[config.mk]
export PLATFORM = sky130hd
export DESIGN_NAME = bkpt_unit
export DESIGN_NICKNAME = d
export VERILOG_FILES = /design/src/rtl/bkpt_pkg.sv /design/src/rtl/bkpt_slot.sv /design/src/rtl/hit_select.sv /design/src/rtl/instr_counter.sv /design/src/rtl/bkpt_unit.sv
export SDC_FILE = /design/constraint.sdc
export NUM_CORES = 1
export LEC_CHECK = 0
export BUFFER_PORTS_ARGS = -buffer_cell sky130_fd_sc_hd__buf_2
export CAP_MARGIN = 20
export CORE_MARGIN = 5
export CORE_UTILIZATION = 25
export CTS_CLUSTER_SIZE = 12
export DETAILED_ROUTE_END_ITERATION = 8
export PLACE_DENSITY = 0.52
export SETUP_SLACK_MARGIN = 0.5
export SLEW_MARGIN = 20
export SYNTH_ARGS = -nofsm -noshare
export SYNTH_HDL_FRONTEND = slang
export SYNTH_SLANG_ARGS = --single-unit
export TNS_END_PERCENT = 10
[constraint.sdc]
create_clock -name clk_i -period 2.7 [get_ports clk_i]
set_input_delay 0.27 -clock clk_i [delete_from_list [all_inputs] [get_ports clk_i]]
set_output_delay 0.27 -clock clk_i [all_outputs]
set_load 0.005 [all_outputs]
[src/rtl/bkpt_pkg.sv]
package bkpt_pkg;
  localparam int unsigned ADDR_W    = 16;
  localparam int unsigned CNT_W     = 8;
  localparam int unsigned ICNT_W    = 16;
  localparam int unsigned NUM_SLOTS = 3;

  typedef enum logic [2:0] {
    FLD_ADDR   = 3'd0,
    FLD_CNT    = 3'd1,
    FLD_BP_ON  = 3'd2,
    FLD_BP_OFF = 3'd3,
    FLD_PP_ON  = 3'd4,
    FLD_PP_OFF = 3'd5
  } reg_field_e;
endpackage

[src/rtl/bkpt_slot.sv]
module bkpt_slot #(
  parameter int unsigned AW = 16,
  parameter int unsigned CW = 8
) (
  input  logic          clk_i,
  input  logic          rst_ni,
  input  logic          addr_we_i,
  input  logic          cnt_we_i,
  input  logic          bp_set_i,
  input  logic          bp_clr_i,
  input  logic          pp_set_i,
  input  logic          pp_clr_i,
  input  logic [AW-1:0] wdata_i,
  input  logic          step_i,
  input  logic [AW-1:0] pc_i,
  output logic [AW-1:0] addr_o,
  output logic [CW-1:0] cnt_o,
  output logic          bp_en_o,
  output logic          pp_en_o,
  output logic          bp_fire_o,
  output logic          pp_fire_o
);
  logic [AW-1:0] addr_q;
  logic [CW-1:0] cnt_q;
  logic          bp_q, pp_q;
  logic          match, bp_match;

  assign match     = step_i && (pc_i == addr_q);
  assign bp_match  = match && bp_q;
  // count of 0 or 1 means this match is the last one
  assign bp_fire_o = bp_match && (cnt_q <= CW'(1));
  assign pp_fire_o = match && pp_q;

  always_ff @(posedge clk_i or negedge rst_ni) begin
    if (!rst_ni) begin
      addr_q <= '0;
      cnt_q  <= '0;
      bp_q   <= 1'b0;
      pp_q   <= 1'b0;
    end else begin
      if (addr_we_i) addr_q <= wdata_i;
      if (cnt_we_i)                      cnt_q <= wdata_i[CW-1:0];
      else if (bp_match && cnt_q != '0)  cnt_q <= cnt_q - CW'(1);
      if (bp_set_i)      bp_q <= 1'b1;
      else if (bp_clr_i) bp_q <= 1'b0;
      if (pp_set_i)      pp_q <= 1'b1;
      else if (pp_clr_i) pp_q <= 1'b0;
    end
  end

  assign addr_o  = addr_q;
  assign cnt_o   = cnt_q;
  assign bp_en_o = bp_q;
  assign pp_en_o = pp_q;
endmodule

[src/rtl/hit_select.sv]
module hit_select #(
  parameter int unsigned N  = 3,
  parameter int unsigned SW = 2
) (
  input  logic [N-1:0]  req_i,
  output logic          found_o,
  output logic [SW-1:0] idx_o
);
  always_comb begin
    idx_o = '0;
    for (int i = N - 1; i >= 0; i--) begin
      if (req_i[i]) idx_o = SW'(i);
    end
  end
  assign found_o = |req_i;
endmodule

[src/rtl/instr_counter.sv]
module instr_counter #(
  parameter int unsigned W = 16
) (
  input  logic         clk_i,
  input  logic         rst_ni,
  input  logic         start_i,
  input  logic [W-1:0] limit_i,
  input  logic         step_i,
  output logic [W-1:0] count_o,
  output logic         limit_hit_o
);
  logic [W-1:0] cnt_q, lim_q;
  logic [W:0]   nxt;

  assign nxt = {1'b0, cnt_q} + (W+1)'(1);
  // compare the unsaturated sum so a pinned count never re-fires
  assign limit_hit_o = step_i && (lim_q != '0) && (nxt == {1'b0, lim_q});

  always_ff @(posedge clk_i or negedge rst_ni) begin
    if (!rst_ni) begin
      cnt_q <= '0;
      lim_q <= '0;
    end else if (start_i) begin
      cnt_q <= '0;
      lim_q <= limit_i;
    end else if (step_i) begin
      cnt_q <= nxt[W] ? '1 : nxt[W-1:0];
    end
  end

  assign count_o = cnt_q;
endmodule

[src/rtl/bkpt_unit.sv]
module bkpt_unit #(
  parameter int unsigned NUM_SLOTS = bkpt_pkg::NUM_SLOTS,
  parameter int unsigned ADDR_W    = bkpt_pkg::ADDR_W,
  parameter int unsigned CNT_W     = bkpt_pkg::CNT_W,
  parameter int unsigned ICNT_W    = bkpt_pkg::ICNT_W,
  localparam int unsigned SEL_W    = $clog2(NUM_SLOTS + 1)
) (
  input  logic              clk_i,
  input  logic              rst_ni,
  input  logic              step_mode_i,
  input  logic              run_start_i,
  input  logic [ICNT_W-1:0] limit_i,
  input  logic              pc_valid_i,
  input  logic [ADDR_W-1:0] pc_i,
  input  logic              reg_we_i,
  input  logic [SEL_W-1:0]  reg_sel_i,
  input  logic [2:0]        reg_field_i,
  input  logic [ADDR_W-1:0] reg_wdata_i,
  input  logic [SEL_W-1:0]  rd_sel_i,
  output logic [ADDR_W-1:0] rd_addr_o,
  output logic [CNT_W-1:0]  rd_count_o,
  output logic              rd_bp_en_o,
  output logic              rd_pp_en_o,
  output logic              stop_o,
  output logic              stop_bp_o,
  output logic              print_o,
  output logic [SEL_W-1:0]  hit_idx_o,
  output logic [ICNT_W-1:0] instr_count_o
);
  import bkpt_pkg::*;

  localparam logic [SEL_W-1:0] SEL_ALL = SEL_W'(NUM_SLOTS);

  reg_field_e           fld;
  logic                 step;
  logic                 grp_we;
  logic [NUM_SLOTS-1:0] bp_fire, pp_fire, bp_en, pp_en;
  logic [ADDR_W-1:0]    s_addr [NUM_SLOTS];
  logic [CNT_W-1:0]     s_cnt  [NUM_SLOTS];
  logic                 found, limit_hit;
  logic [SEL_W-1:0]     idx;

  assign fld    = reg_field_e'(reg_field_i);
  assign step   = pc_valid_i && step_mode_i;
  assign grp_we = reg_we_i && (reg_sel_i == SEL_ALL);

  for (genvar g = 0; g < NUM_SLOTS; g++) begin : g_slot
    logic one_we, any_we;
    assign one_we = reg_we_i && (reg_sel_i == SEL_W'(g));
    assign any_we = one_we || grp_we;

    bkpt_slot #(.AW(ADDR_W), .CW(CNT_W)) u_slot (
      .clk_i     (clk_i),
      .rst_ni    (rst_ni),
      .addr_we_i (one_we && fld == FLD_ADDR),
      .cnt_we_i  (one_we && fld == FLD_CNT),
      .bp_set_i  (any_we && fld == FLD_BP_ON),
      .bp_clr_i  (any_we && fld == FLD_BP_OFF),
      .pp_set_i  (any_we && fld == FLD_PP_ON),
      .pp_clr_i  (any_we && fld == FLD_PP_OFF),
      .wdata_i   (reg_wdata_i),
      .step_i    (step),
      .pc_i      (pc_i),
      .addr_o    (s_addr[g]),
      .cnt_o     (s_cnt[g]),
      .bp_en_o   (bp_en[g]),
      .pp_en_o   (pp_en[g]),
      .bp_fire_o (bp_fire[g]),
      .pp_fire_o (pp_fire[g])
    );
  end

  hit_select #(.N(NUM_SLOTS), .SW(SEL_W)) u_sel (
    .req_i   (bp_fire | pp_fire),
    .found_o (found),
    .idx_o   (idx)
  );

  instr_counter #(.W(ICNT_W)) u_cnt (
    .clk_i       (clk_i),
    .rst_ni      (rst_ni),
    .start_i     (run_start_i),
    .limit_i     (limit_i),
    .step_i      (step),
    .count_o     (instr_count_o),
    .limit_hit_o (limit_hit)
  );

  always_comb begin
    rd_addr_o  = '0;
    rd_count_o = '0;
    rd_bp_en_o = 1'b0;
    rd_pp_en_o = 1'b0;
    for (int i = 0; i < NUM_SLOTS; i++) begin
      if (rd_sel_i == SEL_W'(i)) begin
        rd_addr_o  = s_addr[i];
        rd_count_o = s_cnt[i];
        rd_bp_en_o = bp_en[i];
        rd_pp_en_o = pp_en[i];
      end
    end
  end

  always_ff @(posedge clk_i or negedge rst_ni) begin
    if (!rst_ni) begin
      stop_o    <= 1'b0;
      stop_bp_o <= 1'b0;
      print_o   <= 1'b0;
      hit_idx_o <= '0;
    end else begin
      stop_o    <= (|bp_fire) || limit_hit;
      stop_bp_o <= |bp_fire;
      print_o   <= |pp_fire;
      hit_idx_o <= found ? idx : '0;
    end
  end
endmodule

==> impl_results.md <==
* YS warnings at 0
* Die ar. at between 30000 and 40000 sq um
* Via/cell ratio at 4.96
* Min Hold Slack at 0.0770 ns
* Post-DP HPWL at ~16 mm
* Final hold violation count at 0
* Antenna Violating Nets Remaining at 0
* Fmax at 0.452 GHz
* Starting Density at 0.255
* Clk buf depth at 2
* Pins Over Slew Limit at 0
* GP Congestion at 0.847
* Reg2reg setup slack at 0.49 ns
* H-tree depth at 4
* First-pass GRT wire length at 33.9 mm
* Diodes inserted at 0
* WL per Instance at 18.2 microns
* Clock sinks at 115
* Avg Cell Area, Syn at 9.84 sq um
* Buffers on Ports at 107
* Total power at ~0.0058 W
* Clock Latency Late Sink at about 0.42 ns
* Switch Pwr at 0.00177 W
* Leak Pwr at just under 4 nW
* Unrepaired setup endpoints after global routing: true
* Seq cells post-synth at around 120
* EDFF count, synth at 0
* TritonCTS clock tree: done
* Worst Hold Class: input pin to flip-flop
* Status: completed
* Slew headroom at 0.597
* Sw Share at 0.307
* CTS Buf Count at 17
* Clock Power Share at 0.406
* Synth-to-Final Area Change at 27.2%
* Max stage delay on crit path at between 0.4 and 0.5 ns
* Post-synthesis cell count at 700
* Cell internal pwr at 0.00401 W
* Setup TNS at 0 ns
* Drc violations at 0
* WS Path Type: flip-flop to flip-flop
* Initial antenna violation count at 4
* Die width at about 180 microns
* Crit start category: flip-flop
* Sequential area share after synthesis at 0.418
* Max-cap violations at 0
* Vias in the first global route at 5852
* Worst setup EP type: flip-flop
* Worst-path fanout max at 8
* Commonest register cell after synthesis: dfrtp_1
* DR pass1 iterations at 5
* Gate power share at 0.195
* Post-layout nets at 902
* DR vias at approximately 6000
* Die Y at 176 microns
* Layout cells sized above 1 at 0.322
* Core region area at 27000 sq um
* Worst EP arrival at 2.51 ns
* Critical path's slowest cell: or4_4
* Worst-path cell chain: or3_4 -> or4_4 -> o21ai_4 -> nor3_2 -> buf_4 -> and4b_1 -> a211o_1
* Min cycle time layout at 2.21 ns
* Count of cell types in the netlist at 56
* Setup violators final at 0
* Grt total ovfl at 0
* Mapped Area at 6890 sq um
* Final period utilization at 0.819
* Largest net degree at the start of global routing at 57
* Drt first-iter violations at approximately 440
* Root Driver: clkbuf_16
* FFs w/ async S/R, synth at 1.00
* Tot GR Track Use at 0.140
* # rows at 60
* CP required at 2.99 ns
* Post-Syn Nets at 771
* WL final at ~22 mm
* Least-Margin Pin Slew at around 0.60 ns
* Filler cells at 2826
* Max IR drop VDD at 0.327 mV
* IO Pins at 108
* Clock Pin Slew Worst Setup and Hold Paths at 0.06 ns
* Sequential Power Share at 0.399
* Clock skew at ~0.012 ns
* Pwr Density at between 600 and 700 nW/um^2
[layer usage]
| metal | track usage | vias to the layer above | part of all wire |
|---|---|---|---|
| met5 | 0 | - | 0.0018 |
| met4 | 0.0335 | 8 | 0.0096 |
| met3 | 0.0332 | 26 | 0.054 |
| met2 | 0.232 | 172 | 0.48 |
| met1 | 0.185 | 2872 | 0.45 |
| li1 | - | 2802 | - |
[flip-flops by register name, summed over array words and instances (netlist names), 2 cells and up]
| register | flops |
|---|---|
| hit_idx_o | 2 |
| g_slot.u_slot.addr_o | 48 |
| u_cnt.lim_q | 16 |
| u_cnt.count_o | 16 |
| g_slot.u_slot.cnt_o | 24 |
| g_slot.u_slot.pp_en_o | 3 |
| g_slot.u_slot.bp_en_o | 3 |
[through the flow]
| stage | instances | utilization | cell area [sq um] | setup WS (ns) |
|---|---|---|---|---|
| detailed placement | 1144 | 0.294 | 7940 | 0.356 |
| global route | 1185 | 0.324 | 8760 | 0.421 |
| finish | 1185 | 0.324 | 8760 | 0.487 |
| CTS | 1177 | 0.317 | 8570 | 0.413 |
| global placement | 1144 | 0.294 | 7940 | 0.374 |
| floorplan | 700 | - | 6890 | 0.545 |
[power by group through the flow]
stage	Sequential [W]	Combinational, W	Clock [W]
finish	0.00231	0.00113	0.00235
global route	0.00235	0.00126	0.00247
CTS	0.00230	0.00108	0.00240
detailed placement	0.00232	0.00107	0
global placement	0.00232	0.00106	0
floorplan	0.00221	0.000733	0
[cell type report]
type	instances	area (sq um)	share of cell area
multi-input combinational	542	3980	0.455
inverter	14	52.6	0.00600
clock inverter	14	178	0.0203
sequential	115	2880	0.329
tap	341	427	0.0487
timing repair buffer	141	808	0.0923
clock buffer	18	429	0.0490
[cell usage in the layout, fill, tap and decap left out, types with 4 or more instances in the layout]
master / Yosys / layout
a31oi_1: 5 / 5
nor2b_1: 9 / 8
buf_2: 2 / 106
a21oi_1: 25 / 25
dfrtp_1: 115 / 112
xnor2_2: 0 / 4
and2_1: 5 / 5
nand2_1: 73 / 73
and3_1: 4 / 4
a211o_1: 4 / 4
nor3_1: 13 / 11
mux2_2: 65 / 65
clkbuf_16: 0 / 17
nand4_1: 18 / 18
xnor2_1: 41 / 37
a211oi_1: 4 / 4
clkinv_4: 0 / 5
o31ai_1: 4 / 4
and4_1: 5 / 4
nand3_1: 21 / 19
o21ai_0: 55 / 55
mux2i_1: 31 / 31
buf_4: 0 / 33
inv_1: 14 / 14
xor2_1: 42 / 42
nor4_2: 3 / 7
ha_1: 10 / 9
nor2_1: 37 / 35
nor4_1: 20 / 15
nand2b_1: 4 / 4
[repair_timing]
action | 4_1_cts | 5_1_grt
endpoints found under the hold margin | 39 | 0
pin swaps | 0 | 12
resized for setup | 3 | 25
setup buffers | 0 | 8
hold buffers | 1 | 0
endpoints found under the setup margin | 19 | 32
[logic make-up (layout without fill, tap and decap cells)]
logic type | count (synthesis) | count (layout) | share of synthesized area
buffers and inverters | 43 | 187 | 0.0238
flip-flops | 115 | 115 | 0.418
AO/OA/AOI/OAI | 118 | 118 | 0.103
AND/OR/NAND/NOR | 235 | 235 | 0.181
adder cells (fa/ha/maj) | 10 | 10 | 0.0182
XOR/XNOR | 83 | 83 | 0.106
multiplexers | 96 | 96 | 0.151
[synth_stat cells (all sizes together), types with 6 or more instances]
master  number  area [sq um]
dfrtp      115          2880
nand2       73           274
mux2        65           732
o21ai       56           284
xor2        42           368
xnor2       41           359
nor2        37           139
mux2i       31           310
a21oi       25           125
clkbuf      25          93.8
nor4        24           184
nand3       21           105
nand4       19           125
inv         14          52.6
nor3        14          75.1
ha          10           125
nor2b        9          56.3
or4          6          46.3
[worst paths after layout]
check	from	to	depth (start not counted)
max	g_slot[0].u_slot.cnt_o[2]	g_slot[0].u_slot.cnt_o[2]	7
min reg2reg	g_slot[2].u_slot.pp_en_o	g_slot[2].u_slot.pp_en_o	2
min	limit_i[13]	u_cnt.lim_q[13]	2
max reg2reg	g_slot[0].u_slot.cnt_o[2]	g_slot[0].u_slot.cnt_o[2]	7
min in group asynchronous	rst_ni	g_slot[2].u_slot.cnt_o[4]	2
max in group asynchronous	rst_ni	g_slot[0].u_slot.cnt_o[2]	3
[worst max-delay path: cells and delay by family (launching register included)]
family / cells / cell delay (ns)
and+or+nand+nor: 4 / 1.08
AOI/OAI and AO/OA: 2 / 0.42
DFF: 1 / 0.43
buffers and inverters: 1 / 0.17
Note: power is estimated with default switching activity, not from simulation.
